File: src/rtl/cal_counter.sv
module cal_counter #(
  parameter int UPDATE_DELAY = 8,
  parameter int BASE_YEAR    = 2000
) (
  input  logic       clk,
  input  logic       rst_n,
  input  logic       sec_tick,
  input  logic [2:0] osc_ctl,
  input  logic       set_mode,
  input  logic       bin_mode,
  input  logic       h24_mode,
  input  logic       upd_ie,
  input  logic       alm_ie,
  input  logic [7:0] alm_sec,
  input  logic [7:0] alm_min,
  input  logic [7:0] alm_hour,
  input  logic       wr_en,
  input  logic [2:0] wr_sel,
  input  logic [7:0] wr_data,
  output logic [7:0] sec_q,
  output logic [7:0] min_q,
  output logic [7:0] hour_q,
  output logic [7:0] wday_q,
  output logic [7:0] mday_q,
  output logic [7:0] mon_q,
  output logic [7:0] year_q,
  output logic       uip,
  output logic       upd_flag,
  output logic       irq_flag,
  output logic       alm_flag
);
  localparam int DW = $clog2(UPDATE_DELAY + 1);

  function automatic logic [7:0] enc(input logic [6:0] v, input logic b);
    logic [6:0] t;
    t = v / 7'd10;
    enc = b ? {1'b0, v} : {t[3:0], 4'(v - t * 7'd10)};
  endfunction

  function automatic logic [6:0] dec(input logic [7:0] d, input logic b);
    dec = b ? d[6:0] : 7'({3'b0, d[7:4]} * 7'd10 + {3'b0, d[3:0]});
  endfunction

  function automatic logic [6:0] dec_hr(input logic [7:0] d, input logic b, input logic h24);
    dec_hr = dec({1'b0, d[6:0]}, b) + ((!h24 && d[7]) ? 7'd12 : 7'd0);
  endfunction

  function automatic logic [6:0] month_len(input logic [6:0] m, input logic [6:0] y);
    int full;
    logic leap;
    full = BASE_YEAR + int'(y);
    leap = (full % 4 == 0) && ((full % 100 != 0) || (full % 400 == 0));
    case (m)
      7'd2: month_len = leap ? 7'd29 : 7'd28;
      7'd4, 7'd6, 7'd9, 7'd11: month_len = 7'd30;
      default: month_len = 7'd31;
    endcase
  endfunction

  logic [6:0] s_sec, s_min, s_hr, s_wd, s_md, s_mo, s_yr;
  logic [6:0] n_sec, n_min, n_hr, n_wd, n_md, n_mo, n_yr;
  logic [7:0] vis [7];
  logic [7:0] shown [7];
  logic [DW-1:0] dly;
  logic set_q, alarm_hit;
  wire tick_run = sec_tick && (osc_ctl == 3'b010);
  wire done     = (dly == DW'(1));

  always_comb begin
    {n_sec, n_min, n_hr, n_wd, n_md, n_mo, n_yr} = {s_sec, s_min, s_hr, s_wd, s_md, s_mo, s_yr};
    n_sec = s_sec + 7'd1;
    if (s_sec >= 7'd59) begin
      n_sec = 7'd0;
      n_min = s_min + 7'd1;
      if (s_min >= 7'd59) begin
        n_min = 7'd0;
        n_hr  = s_hr + 7'd1;
        if (s_hr >= 7'd23) begin
          n_hr = 7'd0;
          n_wd = (s_wd >= 7'd7) ? 7'd1 : s_wd + 7'd1;
          n_md = s_md + 7'd1;
          if (s_md >= month_len(s_mo, s_yr)) begin
            n_md = 7'd1;
            n_mo = s_mo + 7'd1;
            if (s_mo >= 7'd12) begin
              n_mo = 7'd1;
              n_yr = (s_yr >= 7'd99) ? 7'd0 : s_yr + 7'd1;
            end
          end
        end
      end
    end
  end

  always_comb begin
    shown[0] = enc(s_sec, bin_mode);
    shown[1] = enc(s_min, bin_mode);
    shown[2] = h24_mode ? enc(s_hr, bin_mode)
             : (enc((s_hr >= 7'd12) ? s_hr - 7'd12 : s_hr, bin_mode) | ((s_hr >= 7'd12) ? 8'h80 : 8'h00));
    shown[3] = enc(s_wd, bin_mode);
    shown[4] = enc(s_md, bin_mode);
    shown[5] = enc(s_mo, bin_mode);
    shown[6] = enc(s_yr, bin_mode);
  end

  assign alarm_hit = (alm_sec[7:6]  == 2'b11 || dec(alm_sec, bin_mode)  == s_sec) &&
                     (alm_min[7:6]  == 2'b11 || dec(alm_min, bin_mode)  == s_min) &&
                     (alm_hour[7:6] == 2'b11 || dec(alm_hour, bin_mode) == s_hr);

  always_ff @(posedge clk) begin
    if (!rst_n) begin
      {s_sec, s_min, s_hr} <= '0;
      s_wd <= 7'd1; s_md <= 7'd1; s_mo <= 7'd1; s_yr <= 7'd0;
      vis[0] <= 8'h00; vis[1] <= 8'h00; vis[2] <= 8'h00; vis[3] <= 8'h01;
      vis[4] <= 8'h01; vis[5] <= 8'h01; vis[6] <= 8'h00;
      dly <= '0; set_q <= 1'b0; uip <= 1'b0;
      upd_flag <= 1'b0; irq_flag <= 1'b0; alm_flag <= 1'b0;
    end else begin
      set_q <= set_mode;
      upd_flag <= 1'b0; irq_flag <= 1'b0; alm_flag <= 1'b0;
      if (tick_run) begin
        dly <= DW'(UPDATE_DELAY);
        if (!set_mode) uip <= 1'b1;
      end else if (dly != '0) begin
        dly <= dly - DW'(1);
        if (done) begin
          uip <= 1'b0;
          upd_flag <= 1'b1;
          irq_flag <= upd_ie || (alm_ie && alarm_hit);
          alm_flag <= alm_ie && alarm_hit;
          if (!set_mode) for (int i = 0; i < 7; i++) vis[i] <= shown[i];
        end
      end
      if (wr_en && wr_sel != 3'd7) begin
        vis[wr_sel] <= wr_data;
        if (!set_mode) begin
          case (wr_sel)
            3'd0: s_sec <= dec(wr_data, bin_mode);
            3'd1: s_min <= dec(wr_data, bin_mode);
            3'd2: s_hr  <= dec_hr(wr_data, bin_mode, h24_mode);
            3'd3: s_wd  <= dec(wr_data, bin_mode);
            3'd4: s_md  <= dec(wr_data, bin_mode);
            3'd5: s_mo  <= dec(wr_data, bin_mode);
            default: s_yr <= dec(wr_data, bin_mode);
          endcase
        end
      end else if (set_q && !set_mode) begin
        s_sec <= dec(vis[0], bin_mode);
        s_min <= dec(vis[1], bin_mode);
        s_hr  <= dec_hr(vis[2], bin_mode, h24_mode);
        s_wd  <= dec(vis[3], bin_mode);
        s_md  <= dec(vis[4], bin_mode);
        s_mo  <= dec(vis[5], bin_mode);
        s_yr  <= dec(vis[6], bin_mode);
      end else if (tick_run) begin
        {s_sec, s_min, s_hr, s_wd, s_md, s_mo, s_yr} <= {n_sec, n_min, n_hr, n_wd, n_md, n_mo, n_yr};
      end
    end
  end

  assign sec_q = vis[0]; assign min_q = vis[1]; assign hour_q = vis[2];
  assign wday_q = vis[3]; assign mday_q = vis[4]; assign mon_q = vis[5];
  assign year_q = vis[6];

  assert_uip_from_tick_R2: assert property (@(posedge clk) disable iff (!rst_n)
    $rose(uip) |-> $past(sec_tick && osc_ctl == 3'b010 && !set_mode));
  assert_flag_after_uip_R7: assert property (@(posedge clk) disable iff (!rst_n)
    upd_flag |-> !uip);
  assert_flag_single_R7: assert property (@(posedge clk) disable iff (!rst_n)
    upd_flag |=> !upd_flag);
  assert_alarm_raises_irq_R9: assert property (@(posedge clk) disable iff (!rst_n)
    alm_flag |-> (irq_flag && upd_flag));
  assert_frozen_view_R10: assert property (@(posedge clk) disable iff (!rst_n)
    ($past(set_mode) && !$past(wr_en)) |-> ($stable(sec_q) && $stable(hour_q) && $stable(mday_q)));
  assert_no_uip_in_set_R10: assert property (@(posedge clk) disable iff (!rst_n)
    (set_mode && $past(set_mode) && !uip) |=> !uip);
endmodule

File: config.mk
export PLATFORM = sky130hd
export DESIGN_NAME = cal_counter
export DESIGN_NICKNAME = d
export VERILOG_FILES = /design/src/rtl/cal_counter.sv
export SDC_FILE = /design/constraint.sdc
export NUM_CORES = 1
export LEC_CHECK = 0
export ABC_AREA = 1
export BUFFER_PORTS_ARGS = -buffer_cell sky130_fd_sc_hd__buf_2
export CAP_MARGIN = 20
export CORE_UTILIZATION = 30
export CTS_BUF_LIST = sky130_fd_sc_hd__clkbuf_8
export DETAILED_ROUTE_END_ITERATION = 6
export PLACE_DENSITY_LB_ADDON = 0.3
export SYNTH_ARGS = -nofsm -noshare
export SYNTH_HDL_FRONTEND = slang
export SYNTH_SLANG_ARGS = --single-unit
File: constraint.sdc
create_clock -name clk -period 17.1 [get_ports clk]
set_input_delay 0.855 -clock clk [delete_from_list [all_inputs] [get_ports clk]]
set_output_delay 0.855 -clock clk [all_outputs]
set_load 0.005 [all_outputs]
==> metrics <==
clk buf depth=2; vias per cell=5.136; IO buf count=106; total CTS buffers=17; most used cell, CP=nand2_1; Pleak=6.820 nW; metal3 WL=3.141 mm; setup bufs post-CTS=0; via count=13.06k; Die Wd=210.6 um; maxcap violations=0; Final setup violation count=0; Yosys warnings=0; Total GRT Usage=18.86%; switching share of power=47.59%; critical path's top delay family=simple AND/OR/NAND/NOR gates; internal power=720.8 uW; die footprint=44350 sq um; Clock Tree Root=clkbuf_8; share of layout cells above drive strength 1=10.99%; hold depth=2; status=finished, violations left; Mapped Cells=1867; Util after Layout=33.89%; Post-DP HPWL=31.92 mm; Max stage delay cell, worst path=dfxtp_1; r2r setup slk=10.37 ns; Antenna Violating Nets Remaining=0; gr ovfl total=0; worst hold path type=reg -> reg; Post-synth EDFFs=56; Slew HR=44.77%; final RePlAce weighted congestion=0.9332; Worst Reg-to-Reg Cells=45; Die Height=210.6 um; Critical Path RT=17.42 ns; Yosys cell types=65; Period minus WS final=6.726 ns; crit start category=register; clock share of power=19.6%; Iter 0 DRT Violations=1132; PD cells=94.40 nW/um^2; first-pass GRT wire length=65.96 mm; pin count of the biggest net entering global routing=73; Cell Area, Placed=14160 sq um; RSZ-0062 raised after global routing=no; WS Path Type=reg -> reg; Antenna Cells=0; wire per inst=16.39 um; IO Pins=107; CP endpoint kind=register; synthesis-to-layout area growth=11.59%; max frequency=148.7 MHz; placed cell count=2510; Hold Crit Endpoint=uip$_SDFFE_PN0P_; clock slew at reported path FFs=0.09 ns; Slew @ Worst Pin=0.8285 ns; fin worst setup slack=10.37 ns; NetSw=654.5 uW; CTS tree=yes; sequential share of power=26.0%; final WL=41.67 mm; Tcrit/Tclk final=39.33%; WP depth=45; R2R Path Start=s_yr[4]$_SDFFE_PN0P_; Critical Path Max Stage Delay=0.59 ns; Avg Cell Area, Syn=6.993 sq um; HP Start=uip$_SDFFE_PN0P_; initial antenna violation count=2; CP max FO=11; maximum vdd ir drop=0.00005339 V; FP Rows=76; htree depth=4; fin area=14570 sq um; Layout Cells excl Fill=2542; Core Area=42980 sq um; max-slew violations=0; flops & latches, synth=114; CTS Sinks=114; Buf/Inv on CP=7; WP data arrival=7.05 ns; Worst-Skew Late Latency=0.46 ns; Post-CTS Resized=0; synthesized cell area=13060 sq um; starting density of the core=30.37%; fillers=4697; top routing layer in use=met4; Logic pwr share=54.5%; async set or reset register ratio after synthesis=0%; syn nets=2072; Most used DFF post-synth=dfxtp_1; Final Hold Fails=0; failing checks=design-rule violations; sequential element share of the synthesized area=21.77%; DRT Pass-1 Iters=7; vias in the first global route=12.29k; Residual DRC=4; Post-CTS Hold Buffers=0; dpl ws=10.46 ns; met2 wire length=18.79 mm; Metal-1 WL=18.92 mm; Fin Clk Skew=0.01740 ns; reg2reg end=s_yr[3]$_SDFFE_PN0P_; Sum Neg Setup Slack=0 ns; Total Nets Final=2149
-- metrics by stage --
stage / power (mW) / hold slack (ns)
after global routing: 1.509 / 0.4841
after floorplan: 0.9297 / 0.4439
after global placement: 1.090 / 0.4496
final: 1.375 / 0.4691
after detailed placement: 1.107 / 0.4489
after CTS: 1.377 / 0.4671
-- area by class of cell --
| cell class | instances | area (sq um) | area share (%) |
|---|---|---|---|
| Multi-Input combinational cell | 1414 | 8932 | 61.32 |
| Sequential cell | 114 | 2843 | 19.51 |
| Inverter | 284 | 1070 | 7.344 |
| Tap cell | 585 | 732.0 | 5.024 |
| Timing Repair Buffer | 113 | 585.6 | 4.020 |
| Clock buffer | 17 | 234.0 | 1.606 |
| Clock inverter | 15 | 171.4 | 1.177 |
-- power by group through the flow --
| stage | sequential (mW) | clock (mW) | combinational [mW] |
|---|---|---|---|
| 3_3_place_gp | 0.363 | 0 | 0.728 |
| 4_1_cts | 0.357 | 0.273 | 0.748 |
| 2_1_floorplan | 0.348 | 0 | 0.582 |
| 5_1_grt | 0.362 | 0.285 | 0.863 |
| 6_report | 0.357 | 0.269 | 0.749 |
| 3_5_place_dp | 0.363 | 0 | 0.744 |
-- worst max path at each step --
stage	startpoint	endpoint	slack, ns
final	s_yr[4]$_SDFFE_PN0P_	s_yr[3]$_SDFFE_PN0P_	10.37
after global routing	s_yr[4]$_SDFFE_PN0P_	s_yr[3]$_SDFFE_PN0P_	9.56
after CTS	s_yr[4]$_SDFFE_PN0P_	s_yr[3]$_SDFFE_PN0P_	10.43
after detailed placement	s_yr[4]$_SDFFE_PN0P_	s_yr[0]$_SDFFE_PN0P_	10.46
after global placement	s_yr[4]$_SDFFE_PN0P_	s_yr[0]$_SDFFE_PN0P_	10.73
after floorplan	s_yr[5]$_SDFFE_PN0P_	s_mo[2]$_SDFFE_PN0P_	11.45
-- sequential cells by signal, summed over array words and instances, names as in the netlist --
name	cells
vis	56
s_hr	7
s_md	7
s_min	7
s_mo	7
s_sec	7
s_wd	7
s_yr	7
dly	4
alm_flag	1
irq_flag	1
set_q	1
uip	1
upd_flag	1
-- synth_stat cells, types with 41 or more instances --
cell type    n  area, sq um
a21oi_1    110        550.5
clkbuf_1    49        183.9
dfxtp_1     58         1161
edfxtp_1    56         1682
ha_1       127         1589
inv_1      264        991.0
nand2_1    301         1130
nand3_1     78        390.4
nor2_1     184        690.7
o21ai_0    207         1036
o22ai_1     41        256.5
xor2_1      76        665.6
-- cell families after synthesis --
kind of cell | count (synthesis) | share of synthesized area (%)
DFF | 114 | 21.77
buffers and inverters | 339 | 9.824
adders and majority gates | 158 | 16.93
AOI/OAI and AO/OA | 483 | 21.65
muxes | 2 | 0.1629
xor gates and xnor gates | 97 | 6.508
and+or+nand+nor | 674 | 23.15
-- worst register-to-register path, delay by kind of cell, from the launching register on --
kind	cells	cell delay, ns
AO/OA/AOI/OAI	6	0.70
adder cells (fa/ha/maj)	4	1.11
buffers and inverters	7	0.78
flip-flops	1	0.59
AND/OR/NAND/NOR	28	3.41
-- metal layers --
layer	vias to the layer above	track usage, %
li1	6451	-
met1	6139	25.32
met2	417	30.68
met3	49	3.710
met5	-	0
met4	0	5.072
-- placed cells by master, fill, tap and decap left out, types with 6 or more instances in the layout --
cell type	instances
o21ai_0	207
dfxtp_1	58
ha_1	127
a21oi_1	110
nand4_1	16
buf_4	8
o211ai_1	33
nand3_1	78
and2_1	6
o221ai_1	9
clkinv_1	9
inv_1	263
nand3_2	7
a211oi_1	15
nor3b_1	7
o22ai_1	41
or2_2	9
nor2_1	183
inv_2	10
xor2_1	76
edfxtp_1	56
buf_2	105
fa_1	31
a31oi_1	15
nand2_2	17
xnor2_1	21
nand2_1	301
inv_6	6
clkbuf_8	17
nor3_1	21
Note: power is estimated with default switching activity, not from simulation.
